==> src/rtl/snd_regbank.sv <==
module snd_regbank #(
  parameter int ADDR_W = 5
) (
  input  logic              clk,
  input  logic              rst_n,
  input  logic [ADDR_W-1:0] addr,
  input  logic              wr_en,
  input  logic [7:0]        wr_data,
  input  logic              rd_en,
  output logic [7:0]        rd_data,
  input  logic              mono_mode,
  input  logic [3:0]        ch_active,
  output logic              master_en,
  output logic [8*21-1:0]   reg_bus
);
  localparam int NREG = 21;
  localparam int PWR  = NREG - 1;

  logic [7:0] r [NREG];
  logic [7:0] rd_val;

  function automatic logic [7:0] rd_mask(input int i);
    case (i)
      0:               return 8'h80;
      1, 5:            return 8'h3F;
      3, 7, 10, 12, 14: return 8'hFF;
      4, 8, 13, 17:    return 8'hBF;
      9:               return 8'h7F;
      11:              return 8'h9F;
      PWR:             return 8'h70;
      default:         return 8'h00;
    endcase
  endfunction

  function automatic logic [7:0] rst_val(input int i);
    case (i)
      0:       return 8'h80;
      1:       return 8'hBF;
      2:       return 8'hF3;
      18:      return 8'h77;
      19:      return 8'hF3;
      PWR:     return 8'h80;
      default: return 8'h00;
    endcase
  endfunction

  assign master_en = r[PWR][7];

  always_ff @(posedge clk) begin
    if (!rst_n) begin
      for (int i = 0; i < NREG; i++) r[i] <= rst_val(i);
    end else if (wr_en) begin
      if (addr == ADDR_W'(PWR)) begin
        r[PWR] <= {wr_data[7], 7'b0};
        if (!wr_data[7])
          for (int i = 0; i < PWR; i++) r[i] <= 8'h00;
      end else begin
        for (int i = 0; i < PWR; i++) begin
          if (addr == ADDR_W'(i)) begin
            if (master_en)
              r[i] <= wr_data;
            else if (mono_mode && (i == 1 || i == 5))
              r[i] <= wr_data & 8'h3F;
            else if (mono_mode && (i == 10 || i == 14))
              r[i] <= wr_data;
          end
        end
      end
    end
  end

  always_comb begin
    rd_val = 8'hFF;
    for (int i = 0; i < PWR; i++)
      if (addr == ADDR_W'(i)) rd_val = r[i] | rd_mask(i);
    if (addr == ADDR_W'(PWR)) rd_val = r[PWR] | rd_mask(PWR) | {4'b0, ch_active};
  end

  always_ff @(posedge clk) begin
    if (!rst_n)     rd_data <= 8'h00;
    else if (rd_en) rd_data <= rd_val;
  end

  for (genvar g = 0; g < NREG; g++) begin : g_bus
    assign reg_bus[g*8 +: 8] = r[g];
  end

  p_pwr_bit7_r3: assert property (@(posedge clk) disable iff (!rst_n)
    (wr_en && addr == ADDR_W'(PWR)) |=> (master_en == $past(wr_data[7])));

  p_off_clears_r4: assert property (@(posedge clk) disable iff (!rst_n)
    (wr_en && addr == ADDR_W'(PWR) && !wr_data[7]) |=> (reg_bus[PWR*8-1:0] == '0 && !master_en));

  p_blocked_r5: assert property (@(posedge clk) disable iff (!rst_n)
    (wr_en && !master_en && !mono_mode && int'(addr) < PWR) |=> $stable(reg_bus));

  p_mono_len_r6: assert property (@(posedge clk) disable iff (!rst_n)
    (wr_en && !master_en && mono_mode && (addr == ADDR_W'(1) || addr == ADDR_W'(5)))
      |=> (reg_bus[15:14] == 2'b00 && reg_bus[47:46] == 2'b00));

  p_unmapped_r8: assert property (@(posedge clk) disable iff (!rst_n)
    (rd_en && int'(addr) >= NREG) |=> (rd_data == 8'hFF));

  p_rd_hold_r9: assert property (@(posedge clk) disable iff (!rst_n)
    !rd_en |=> $stable(rd_data));
endmodule

==> config.mk <==
export PLATFORM = sky130hd
export DESIGN_NAME = snd_regbank
export DESIGN_NICKNAME = d
export VERILOG_FILES = /design/src/rtl/snd_regbank.sv
export SDC_FILE = /design/constraint.sdc
export NUM_CORES = 1
export LEC_CHECK = 0
export ABC_AREA = 1
export ABC_CLOCK_PERIOD_IN_PS = 2800
export BUFFER_PORTS_ARGS = -buffer_cell sky130_fd_sc_hd__buf_2
export CORE_ASPECT_RATIO = 1.1
export CORE_MARGIN = 5
export CORE_UTILIZATION = 40
export DETAILED_ROUTE_END_ITERATION = 8
export MAX_ROUTING_LAYER = met4
export SYNTH_ARGS = -nofsm -noshare
export SYNTH_HDL_FRONTEND = slang
export SYNTH_SLANG_ARGS = --single-unit
==> constraint.sdc <==
create_clock -name clk -period 2.8 [get_ports clk]
set_input_delay 0.84 -clock clk [delete_from_list [all_inputs] [get_ports clk]]
set_output_delay 0.84 -clock clk [all_outputs]
set_load 0.02 [all_outputs]
==> impl_metrics.toml <==
[clock_network]
cts_setup_buffers = 0
cts_root_buffer = "clkbuf_16"
clkLatencyLatePin_ns = 0.42
cts_resized = 0
clock_sinks = 169
cts-hold-fix-buffers = 0
tritoncts = "yes"
clk_pin_slew_ns = 0.06
htreeDepth = 4
numCtsBuffers = 17
clock_path_buffers = 2

[floorplan]
die_y_um = 148
row_count = 50
start_util_pct = 40.7
io-pin-count = 199
die_x_um = 135
die-area_mm2 = 0.0200
fp.coreArea_mm2 = 0.0170

[synthesis]
yosysMostFrequentCell = "nor2_1"
synth_ff_type = "edfxtp_1"
netlist_top_cells_count = "nor2_1 (162), edfxtp_1 (161), nand2_1 (91)"
synth.distinct_cells = 28
synth-seq-cells = 169
yosysSeqAreaShare_pct = 72.2
avgSynthCellArea_um2 = 11.3
synthesis.area_mm2 = 0.00692
synth_cells = 611
yosysTopAreaCellShare_pct = 69.9
ys_warn_count = 0
yosys-top-cells-area = "edfxtp_1 (70%), nor2_1 (8.8%), nand2_1 (4.9%)"
yosys.area.top_type = "edfxtp_1"
synth_edf_count = 161
async_flop_share_pct = 0

[route]
via_count = 5403
first_pass_iters = 5
drt_iter0_drc = 420
via_per_inst = 5.05
ant_nets = 0
drc = 0
wl_per_cell_um = 20.0
routed_wl_mm = 21.4

[worst_setup_path]
worstReg2RegEnd = "r[0][27]"
endpoint_kind = "register"
arrival_ns = 2.49
r2r_slack_ns = 0.85
crit_required_ns = 2.89
timing_worst_setup_path_type = "in -> reg"
rr_startpoint = "r[2][39]"
crit_path_start_kind = "primary input"
r2r.worst_path.cells = 5
cp_max_fo = 12

[power]
p_clk_share_pct = 42.6
power_density_mw_per_mm2 = 660
power_switching_mw = 1.35
internal_power_mw = 4.51
p_leak_nw = 3.93
max-vdd-ir-drop_v = 0.000426
sw_frac_of_total_pct = 23.0
seqPwrFrac_pct = 49.4
fin_total_pwr_mw = 5.86
combPwrFrac_pct = 8.1

[timing]
final_hold_viol_count = 0
finalSetupViolCount = 0
fin_skew_ns = 0.0112
grt_setup_unrepaired = "false"
period_minus_slack_ns = 2.40
fmax_mhz = 417
worst_pin_slew_ns = 0.781
slew-limit-headroom_pct = 47.9
maxSlewViolCount = 0
setup_slack_ns = 0.400
timing.final.crit_share_pct = 85.7

[cells_and_area]
fin_cells = 1069
nets = 844
fin_util_pct = 52.1
antenna_cells = 0
area_delta_synth_final_pct = 28.2
drive_above_1_share_pct = 31.5

[place]
hpwl_mm = 15.7
post-place-ws_ns = -0.0139
gp_congestion = 0.939
io_buffers = 191
dp_cells = 1037

[global_routing]
grt_pass1_vias = 5497
globalRoute.totalOverflow = 0
grt_use_total_pct = 22.2
grt_max_degree = 28
antenna_found_initial = 0
grt_first_pass_wirelength_mm = 32.0

[flow_run]
cap_violations = 0

[hold_path]
min_to = "rd_data[6]"
min_delay_path_depth = 2
min_from = "rd_data[6]"
min_path_type = "reg -> reg"

[outcome]
status = "complete, no violations"
==> power by group through the flow <==
stage	clock network, mW	registers [mW]	logic (mW)
3_5_place_dp	0	2.94	0.472
5_1_grt	2.65	2.90	0.506
6_report	2.49	2.89	0.471
4_1_cts	2.52	2.89	0.473
3_3_place_gp	0	2.94	0.465
2_1_floorplan	0	3.04	0.167
==> logic make-up (layout without fill, tap and decap cells) <==
kind of cell,Yosys count,after routing,synth area share [%]
AO/OA/AOI/OAI,85,85,6.71
buffers and inverters,74,292,4.63
flip-flops,169,169,72.2
multiplexers,1,1,0.145
other,1,7,0.0542
AND/OR/NAND/NOR,281,281,16.3
==> cell type report <==
type	count	area (µm²)
Tap cell	234	293
Multi-Input combinational cell	374	1630
Clock inverter	11	170
Timing Repair Buffer	218	1160
Sequential cell	169	4990
Inverter	42	163
Clock buffer	21	460
Fill cell	1575	8150
==> layout by cell type, fill, tap and decap left out, types with 9 or more instances in the layout <==
cell / netlist / routed
buf_2: 3 / 191
nor2_1: 162 / 162
edfxtp_1: 161 / 161
nand2_1: 91 / 91
o21ai_0: 50 / 50
inv_1: 35 / 35
buf_4: 9 / 27
clkbuf_16: 0 / 17
a21oi_1: 15 / 15
nand3_1: 11 / 11
o211ai_1: 9 / 9
==> worst max-delay path by stage <==
stage,startpoint,endpoint,cells past startpoint
floorplan,addr[1],r[1][48],6
global placement,addr[1],r[0][25],7
detailed placement,addr[1],r[1][32],7
CTS,addr[1],r[0][24],7
global route,addr[1],r[2][7],7
finish,addr[1],r[0][27],7
==> state kept, by name, indices dropped and copies added (netlist names) <==
signal / count
r: 161
rd_data: 8
==> metal layers <==
layer	part of all wire, %	track usage [%]
met5	0	-
met4	1.1	6.00
met3	11	7.69
met2	47	33.6
met1	41	28.5
==> worst max-delay path: stages <==
cell and delay, ns:
buf_2 0.13, nor2_1 0.30, inv_1 0.13, nor3_2 0.37, a31oi_2 0.18, buf_4 0.24, nand2_1 0.29
==> per-stage QoR <==
stage                     area (µm²)  hold WS [ns]  setup TNS, ns
after CTS                       8870         0.524              0
after global placement          8240         0.515              0
after global routing            8870         0.562              0
after detailed placement        8240         0.506         -0.397
final                           8870         0.526              0
after floorplan                 6940         0.592              0
Power figures use the tool's default switching activity.
